==> config.mk <==
export PLATFORM = sky130hd
export DESIGN_NAME = sync_serial_xcvr
export DESIGN_NICKNAME = d
export VERILOG_FILES = /design/src/rtl/sst_pkg.sv /design/src/rtl/sst_clkgen.sv /design/src/rtl/sst_tx.sv /design/src/rtl/sst_rx.sv /design/src/rtl/sync_serial_xcvr.sv
export SDC_FILE = /design/constraint.sdc
export NUM_CORES = 1
export LEC_CHECK = 0
export BUFFER_PORTS_ARGS = -buffer_cell sky130_fd_sc_hd__buf_2
export CAP_MARGIN = 25
export CORE_UTILIZATION = 30
export DETAILED_ROUTE_END_ITERATION = 10
export GPL_TIMING_DRIVEN = 0
export PLACE_DENSITY_LB_ADDON = 0.15
export SLEW_MARGIN = 30
export SYNTH_ARGS = -nofsm -noshare
export SYNTH_HDL_FRONTEND = slang
export SYNTH_SLANG_ARGS = --single-unit
export TNS_END_PERCENT = 5
==> constraint.sdc <==
create_clock -name clk -period 2.8 [get_ports clk]
set_input_delay 0.28 -clock clk [delete_from_list [all_inputs] [get_ports clk]]
set_output_delay 0.28 -clock clk [all_outputs]
set_load 0.02 [all_outputs]
==> src/rtl/sst_pkg.sv <==
package sst_pkg;
  // Default character size and divider width shared by the block
  localparam int unsigned SST_CHAR_W = 8;
  localparam int unsigned SST_DIV_W  = 8;
  localparam int unsigned SST_SYNC_N = 2;
endpackage

==> src/rtl/sst_clkgen.sv <==
module sst_clkgen #(
  parameter int unsigned DIV_W  = sst_pkg::SST_DIV_W,
  parameter int unsigned SYNC_N = sst_pkg::SST_SYNC_N
) (
  input  logic             clk,
  input  logic             rst_n,
  input  logic             ext_sel,
  input  logic [DIV_W-1:0] div_reload,
  input  logic             run,
  input  logic             sck_i,
  output logic             sck_o,
  output logic             sck_oe,
  output logic             fall_p,
  output logic             rise_p
);
  logic [DIV_W-1:0] cnt_q;
  logic             sck_q;
  logic             tick;
  logic [SYNC_N:0]  sync_q;   // [SYNC_N-1:0] synchronizer, [SYNC_N] previous value
  logic             ext_fall, ext_rise;

  // Internal half-period divider; parked with clock high when not running
  always_ff @(posedge clk or negedge rst_n) begin
    if (!rst_n) begin
      cnt_q <= '0;
      sck_q <= 1'b1;
    end else if (ext_sel || !run) begin
      cnt_q <= div_reload;
      sck_q <= 1'b1;
    end else if (cnt_q == '0) begin
      cnt_q <= div_reload;
      sck_q <= ~sck_q;
    end else begin
      cnt_q <= cnt_q - 1'b1;
    end
  end

  assign tick = !ext_sel && run && (cnt_q == '0);

  // External clock synchronizer chain
  generate
    if (SYNC_N == 1) begin : g_sync1
      always_ff @(posedge clk or negedge rst_n) begin
        if (!rst_n) sync_q <= '1;
        else        sync_q <= {sync_q[0], sck_i};
      end
    end else begin : g_syncn
      always_ff @(posedge clk or negedge rst_n) begin
        if (!rst_n) sync_q <= '1;
        else        sync_q <= {sync_q[SYNC_N-1:0], sck_i};
      end
    end
  endgenerate

  assign ext_fall = sync_q[SYNC_N] & ~sync_q[SYNC_N-1];
  assign ext_rise = ~sync_q[SYNC_N] & sync_q[SYNC_N-1];

  assign fall_p = ext_sel ? ext_fall : (tick & sck_q);
  assign rise_p = ext_sel ? ext_rise : (tick & ~sck_q);
  assign sck_o  = ext_sel ? 1'b1 : sck_q;
  assign sck_oe = ~ext_sel;
endmodule

==> src/rtl/sst_tx.sv <==
module sst_tx #(
  parameter int unsigned CHAR_W = sst_pkg::SST_CHAR_W
) (
  input  logic              clk,
  input  logic              rst_n,
  input  logic [CHAR_W-1:0] tx_data,
  input  logic              tx_valid,
  output logic              tx_ready,
  input  logic              fall_p,
  input  logic              rise_p,
  output logic              txd,
  output logic              busy
);
  localparam int unsigned CW = $clog2(CHAR_W + 1);
  localparam logic [CW-1:0] LAST = CW'(CHAR_W);

  logic [CHAR_W-1:0] hold_q, shf_q;
  logic              hold_full;
  logic [CW-1:0]     fcnt_q;
  logic              busy_q, txd_q;
  logic              accept, done;

  assign accept = tx_valid && !hold_full;
  assign done   = busy_q && rise_p && (fcnt_q == LAST);

  always_ff @(posedge clk or negedge rst_n) begin
    if (!rst_n) begin
      hold_q    <= '0;
      hold_full <= 1'b0;
      shf_q     <= '0;
      fcnt_q    <= '0;
      busy_q    <= 1'b0;
      txd_q     <= 1'b1;
    end else begin
      if (accept) begin
        hold_q    <= tx_data;
        hold_full <= 1'b1;
      end
      if ((!busy_q || done) && hold_full) begin
        shf_q     <= hold_q;
        hold_full <= 1'b0;
        busy_q    <= 1'b1;
        fcnt_q    <= '0;
      end else if (done) begin
        busy_q    <= 1'b0;
      end else if (busy_q && fall_p && (fcnt_q != LAST)) begin
        txd_q  <= shf_q[0];
        shf_q  <= shf_q >> 1;
        fcnt_q <= fcnt_q + 1'b1;
      end
    end
  end

  assign tx_ready = ~hold_full;
  assign txd      = txd_q;
  assign busy     = busy_q;
endmodule

==> src/rtl/sst_rx.sv <==
module sst_rx #(
  parameter int unsigned CHAR_W = sst_pkg::SST_CHAR_W
) (
  input  logic              clk,
  input  logic              rst_n,
  input  logic              rise_p,
  input  logic              rxd,
  output logic [CHAR_W-1:0] rx_data,
  output logic              rx_valid,
  input  logic              rx_ready,
  output logic              ovr_flag,
  input  logic              ovr_clr
);
  localparam int unsigned CW = $clog2(CHAR_W);
  localparam logic [CW-1:0] LAST = CW'(CHAR_W - 1);

  logic [CHAR_W-1:0] shf_q, data_q, next_byte;
  logic [CW-1:0]     rcnt_q;
  logic              valid_q, ovr_q;
  logic              complete, pop, lost;

  assign next_byte = {rxd, shf_q[CHAR_W-1:1]};
  assign complete  = rise_p && (rcnt_q == LAST);
  assign pop       = valid_q && rx_ready;
  assign lost      = complete && valid_q && !pop;

  always_ff @(posedge clk or negedge rst_n) begin
    if (!rst_n) begin
      shf_q   <= '0;
      rcnt_q  <= '0;
      data_q  <= '0;
      valid_q <= 1'b0;
      ovr_q   <= 1'b0;
    end else begin
      if (rise_p) begin
        shf_q  <= next_byte;
        rcnt_q <= complete ? '0 : rcnt_q + 1'b1;
      end
      if (complete && !lost) begin
        data_q  <= next_byte;
        valid_q <= 1'b1;
      end else if (pop) begin
        valid_q <= 1'b0;
      end
      if (lost)         ovr_q <= 1'b1;
      else if (ovr_clr) ovr_q <= 1'b0;
    end
  end

  assign rx_data  = data_q;
  assign rx_valid = valid_q;
  assign ovr_flag = ovr_q;
endmodule

==> src/rtl/sync_serial_xcvr.sv <==
module sync_serial_xcvr #(
  parameter int unsigned CHAR_W = sst_pkg::SST_CHAR_W,
  parameter int unsigned DIV_W  = sst_pkg::SST_DIV_W,
  parameter int unsigned SYNC_N = sst_pkg::SST_SYNC_N
) (
  input  logic              clk,
  input  logic              rst_n,
  input  logic              ext_sel,
  input  logic [DIV_W-1:0]  div_reload,
  input  logic [CHAR_W-1:0] tx_data,
  input  logic              tx_valid,
  output logic              tx_ready,
  output logic [CHAR_W-1:0] rx_data,
  output logic              rx_valid,
  input  logic              rx_ready,
  output logic              ovr_flag,
  input  logic              ovr_clr,
  input  logic              sck_i,
  output logic              sck_o,
  output logic              sck_oe,
  output logic              txd,
  input  logic              rxd
);
  logic fall_p, rise_p, tx_busy;

  sst_clkgen #(.DIV_W(DIV_W), .SYNC_N(SYNC_N)) u_clkgen (
    .clk(clk), .rst_n(rst_n), .ext_sel(ext_sel), .div_reload(div_reload),
    .run(tx_busy), .sck_i(sck_i), .sck_o(sck_o), .sck_oe(sck_oe),
    .fall_p(fall_p), .rise_p(rise_p)
  );

  sst_tx #(.CHAR_W(CHAR_W)) u_tx (
    .clk(clk), .rst_n(rst_n), .tx_data(tx_data), .tx_valid(tx_valid),
    .tx_ready(tx_ready), .fall_p(fall_p), .rise_p(rise_p), .txd(txd),
    .busy(tx_busy)
  );

  sst_rx #(.CHAR_W(CHAR_W)) u_rx (
    .clk(clk), .rst_n(rst_n), .rise_p(rise_p), .rxd(rxd),
    .rx_data(rx_data), .rx_valid(rx_valid), .rx_ready(rx_ready),
    .ovr_flag(ovr_flag), .ovr_clr(ovr_clr)
  );
endmodule

==> impl_metrics.yaml, run 1 <==
layout:
  nets: 296
  drive_gt1_frac: 0.3184
  num_antenna_cells: 0
  stdcell_area_um2: 2989
  fin_util: 0.3620
  stdcell_count: 372
  synthToLayoutAreaGrowth_pct: 15.80
power:
  power_mw: 1.929
  power_frac_comb: 0.215
  p_sw_frac: 0.3053
  seqPwrFrac: 0.552
  pwr-share-clk: 0.233
  irDropWorstVdd_mv: 0.3205
  p_leak_nw: 1.350
  power.density_nw_per_um2: 645.4
  power.internal_mw: 1.340
  switching_power_uw: 588.9
floorplan:
  core_um2: 8258
  die_area_um2: 8979
  num_rows: 33
  initial_utilization: 0.3126
  die_h_um: 94.76
  ioPinCount: 38
  die_x_um: 94.76
synthesis:
  synth_edf_count: 0
  synth_compound_area_frac: 0.1217
  netlist_instances: 222
  synth.cell_area_um2: 2581
  synth_top_family_by_area: "simple AND/OR/NAND/NOR gates"
  synth_area_per_cell_um2: 11.63
  ys.flop_type: "dfrtp_1"
  ys.warnings.count: 0
  synth-seq-cells: 55
  synth.distinct_cells: 40
  yosysSeqAreaShare: 0.5356
  async_reset_ff_frac: 1.000
  syn_nets: 252
  muxShareOfSynthArea: 0.1207
  synth_xor_area_frac: 0.02375
  synthAdderAreaFrac: 0.02908
  yosys.area_share.simple: 0.1314
sta:
  hold_ws_ns: 0.01193
  rsz0062_at_grt: "false"
  period_share: 0.9176
  worst_slew_pin_slew_ns: 0.8024
  setup_slack_ns: 0.2308
  fin_tns_setup_ns: 0
  skew_ns: 0.006618
  setup_viol: 0
  slew_headroom: 0.4615
  fmax_ghz: 0.3892
  period_minus_slack_ns: 2.569
  slew_violations: 0
  finalHoldViolCount: 0
critical_path:
  critPathLaunchType: "flop"
  cp_slowest_stage_delay_ns: 0.59
  cp-endpoint: "u_tx.shf_q[5]"
  r2r_end: "u_tx.shf_q[5]"
  path_class: "reg -> reg"
  r2r-start: "u_clkgen.cnt_q[0]"
  crit_required_ns: 2.99
  crit_slowest_cell: "nor4_4"
  cp_cell_sequence: "inv_1, ha_1, or3b_2, clkbuf_1, nor4_4, o21a_2, buf_6, o211ai_1"
  critPathArrivalTime_ns: 2.75
  reg2regPathDepth: 8
  r2r_slack_ns: 0.23
  cp-end-kind: "flop"
  startpoint: "u_clkgen.cnt_q[0]"
  cp_max_fo: 10
global_routing:
  grt_use_total: 0.1264
  antenna_found_initial: 0
  grt_pass1_wl_um: 8921
  use_met2: 0.1853
  overflow: 0
  use_met1: 0.1868
  grt_pass1_vias: 1787
  grt_max_degree: 56
  grt_busiest_layer: "met1"
  met3_usage: 0.02415
place:
  placed_area_um2: 2900
  hpwlAfterDp_um: 3496
  dpl_worst_slack_ns: 0.1850
  portBuffers: 37
  placedCellCount: 364
  gp_congestion: 0.7303
cts:
  cts_setup_buffers: 0
  cts_buffers: 5
  cts_hold_buf: 0
  htreeDepth: 2
  clock_latency_ns: 0.31
  clk_pin_slew_ns: 0.11
  clock-sinks: 55
  cts_resized: 0
  cts_tree: "done"
  ctsLongestPathBuffers: 2
  cts_root_buf: "clkbuf_8"
routing:
  via_per_inst: 4.852
  wl_per_cell_um: 13.97
  postRouteAntennaNets: 0
  post-route-drc-count: 0
  first_pass_iters: 4
  vias: 1805
  first_iter_violations: 102
  wirelength_um: 5195
hold_path:
  hp-class: "in -> async"
run_status:
  outcome: "complete, no violations"
job:
  max_cap_violations: 0
synth_stat cells, drive strengths merged, types with 4 or more instances:
library cell | n | area [um2]
nand3 | 12 | 60.06
dfrtp | 50 | 1251
mux2 | 25 | 311.6
nand2 | 15 | 56.30
o21ai | 24 | 120.1
clkbuf | 7 | 26.28
o211ai | 15 | 112.6
nor4 | 5 | 46.29
nor2 | 8 | 30.03
ha | 6 | 75.07
inv | 9 | 33.78
xor2 | 4 | 35.03
dfstp | 5 | 131.4
buf | 5 | 37.53
nand3b | 4 | 30.03
worst max-delay path: cells and delay by family, from the launching register on:
family	cells	cell delay (ns)
buf+inv	3	0.49
flops	1	0.42
fa+ha+maj	1	0.15
compound gates	2	0.37
simple gates	2	1.02
flip-flops by register name, indices dropped and copies added, names as in the netlist:
name,count
u_clkgen.cnt_q,8
u_rx.rx_data,8
u_tx.hold_q,8
u_tx.shf_q,8
u_rx.shf_q,7
u_tx.fcnt_q,4
u_clkgen.sync_q,3
u_rx.rcnt_q,3
u_clkgen.sck_q,1
u_rx.ovr_flag,1
u_rx.rx_valid,1
u_tx.busy,1
u_tx.hold_full,1
u_tx.txd,1
logic make-up (layout without fill, tap and decap cells):
kind of cell,Yosys count,in the layout
fa+ha+maj,6,6
xor+xnor,7,7
flops,55,55
mux,25,25
buf+inv,21,66
compound gates,47,47
simple gates,61,61
power by group through the flow:
stage               Combinational (mW)  Sequential (mW)  Clock, mW
global placement                 0.413             1.08          0
CTS                              0.423             1.07      0.470
detailed placement               0.421             1.08          0
floorplan                        0.265             1.09          0
global route                     0.468             1.09      0.494
finish                           0.415             1.07      0.449
layout make-up:
cell class	count	area, um2
clock buffer	5	68.82
buffer	12	63.81
multi-input combinational	146	1101
sequential	55	1383
timing repair buffer	37	187.7
fill	870	5269
inverter	9	33.78
clock inverter	3	20.02
tap	105	131.4
metal layers:
layer	routed length (um)	up-vias
met2	2223	21
li1	-	885
met1	2772	893
met5	0	-
met3	137	6
met4	62	0
worst min path at each step:
stage / start / end / slack (ns) / cells after the start
2_1_floorplan: rst_n / u_clkgen.cnt_q[0] / -0.02 / 0
3_3_place_gp: u_clkgen.sync_q[0] / u_clkgen.sync_q[1] / 0.35 / 0
3_5_place_dp: u_clkgen.sync_q[0] / u_clkgen.sync_q[1] / 0.35 / 0
4_1_cts: sck_i / u_clkgen.sync_q[0] / 0.04 / 1
5_1_grt: sck_i / u_clkgen.sync_q[0] / 0.04 / 1
6_report: rst_n / u_tx.hold_q[7] / 0.01 / 1
placed cells by master, fill, tap and decap left out, drive strengths merged, types with 5 or more instances in the layout:
master  count
buf        42
clkbuf     12
dfrtp      50
dfstp       5
ha          6
inv         9
mux2       25
nand2      15
nand3      12
nor2        8
nor4        5
o211ai     15
o21ai      24
Power figures use the tool's default switching activity.
==> run 2: changes to the inputs <==
--- a/config.mk
+++ b/config.mk
@@ -10,6 +10,7 @@
 export CORE_UTILIZATION = 30
 export DETAILED_ROUTE_END_ITERATION = 10
 export GPL_TIMING_DRIVEN = 0
+export HOLD_SLACK_MARGIN = 0.12
 export PLACE_DENSITY_LB_ADDON = 0.15
 export SLEW_MARGIN = 30
 export SYNTH_ARGS = -nofsm -noshare
==> impl_metrics.yaml, run 2 (synthesized netlist as in run 1, its figures left out) <==
floorplan:
  initial_utilization: 0.3126
  die_x_um: 94.76
  die_area_um2: 8979
  ioPinCount: 38
  core_um2: 8258
  num_rows: 33
  die_h_um: 94.76
layout:
  drive_gt1_frac: 0.3160
  stdcell_area_um2: 3009
  synthToLayoutAreaGrowth_pct: 16.58
  final_cell_mix: "dfrtp_1 (50), buf_2 (39), o21ai_0 (22)"
  stdcell_count: 374
  nets: 298
  fin_util: 0.3644
  layout_commonest_cell: "dfrtp_1"
  num_antenna_cells: 0
critical_path:
  path_class: "reg -> reg"
  reg2regPathDepth: 8
  crit_slowest_cell: "nor4_4"
  cp-endpoint: "u_tx.shf_q[5]"
  crit_required_ns: 2.99
  critPathArrivalTime_ns: 2.76
  r2r-start: "u_clkgen.cnt_q[0]"
  cp-end-kind: "flop"
  startpoint: "u_clkgen.cnt_q[0]"
  cp_cell_sequence: "inv_1, ha_1, or3b_2, clkbuf_1, nor4_4, o21a_2, buf_6, o211ai_1"
  critPathLaunchType: "flop"
  cp_slowest_stage_delay_ns: 0.59
  cp_max_fo: 10
  r2r_end: "u_tx.shf_q[5]"
  r2r_slack_ns: 0.23
cts:
  clk_pin_slew_ns: 0.11
  cts_setup_buffers: 0
  cts_resized: 0
  clock_latency_ns: 0.31
  cts_root_buf: "clkbuf_8"
  clock-sinks: 55
  htreeDepth: 2
  cts_buffers: 5
  ctsLongestPathBuffers: 2
  cts_tree: "done"
sta:
  finalHoldViolCount: 0
  fin_tns_setup_ns: 0
  period_share: 0.9181
  slew_violations: 0
  rsz0062_at_grt: "false"
  skew_ns: 0.006952
  setup_viol: 0
  fmax_ghz: 0.3890
  worst_slew_pin_slew_ns: 0.8024
  period_minus_slack_ns: 2.571
  slew_headroom: 0.4615
routing:
  first_pass_iters: 4
  wl_per_cell_um: 13.88
  via_per_inst: 4.837
  vias: 1809
  wirelength_um: 5192
  postRouteAntennaNets: 0
  first_iter_violations: 104
  post-route-drc-count: 0
place:
  portBuffers: 37
  gp_congestion: 0.7303
  placedCellCount: 364
  hpwlAfterDp_um: 3496
  placed_area_um2: 2900
global_routing:
  overflow: 0
  antenna_found_initial: 0
  grt_pass1_wl_um: 8956
  grt_use_total: 0.1268
  grt_pass1_vias: 1795
  grt_max_degree: 56
run_status:
  outcome: "complete, no violations"
power:
  p_leak_nw: 1.358
  irDropWorstVdd_mv: 0.3205
  power_mw: 1.930
  power.density_nw_per_um2: 641.5
hold_path:
  hp-class: "in -> reg"
job:
  max_cap_violations: 0
## run 2: per-stage QoR
step,worst slack [ns],hold slack [ns]
2_1_floorplan,0.5320,-0.01559
3_3_place_gp,0.1877,0.3464
3_5_place_dp,0.1850,0.3509
4_1_cts,0.1525,0.1446
5_1_grt,0.03696,0.1593
6_report,0.2294,0.1539
## run 2: power by group
part	switching, mW	total, mW	internal, mW
Clock	0.274	0.449	0.175
Combinational	0.198	0.417	0.218
Sequential	0.116	1.06	0.949
Total	0.588	1.93	1.34
## run 2: critical path, delay by kind of cell (launching register included)
kind / cells / cell delay (ns)
fa+ha+maj: 1 / 0.15
simple gates: 2 / 1.02
buf+inv: 3 / 0.49
flops: 1 / 0.42
compound gates: 2 / 0.37
## run 2: per-layer routing
metal,track usage,vias up,part of all wire
li1,-,889,-
met1,0.1873,893,0.53
met2,0.1865,21,0.43
met3,0.02335,6,0.025
met4,0.03788,0,0.012
met5,0,-,0
## run 2: area by class of cell
class / count / area, um2
Timing Repair Buffer: 39 / 207.7
Clock buffer: 5 / 68.82
Multi-Input combinational cell: 146 / 1101
Tap cell: 105 / 131.4
Sequential cell: 55 / 1383
Inverter: 9 / 33.78
Clock inverter: 3 / 20.02
Buffer: 12 / 63.81
Fill cell: 870 / 5249
## run 2: how the worst min path moves through the flow
stage	startpoint	to	cells past startpoint
detailed placement	u_clkgen.sync_q[0]	u_clkgen.sync_q[1]	0
global placement	u_clkgen.sync_q[0]	u_clkgen.sync_q[1]	0
CTS	ovr_clr	u_rx.ovr_flag	2
global route	div_reload[5]	u_clkgen.cnt_q[5]	3
floorplan	rst_n	u_clkgen.cnt_q[0]	0
finish	ovr_clr	u_rx.ovr_flag	2
## run 2: repair_timing
action	4_1_cts	5_1_grt
setup endpoints to repair	0	3
hold buffers	2	0
hold endpoints to repair	51	0
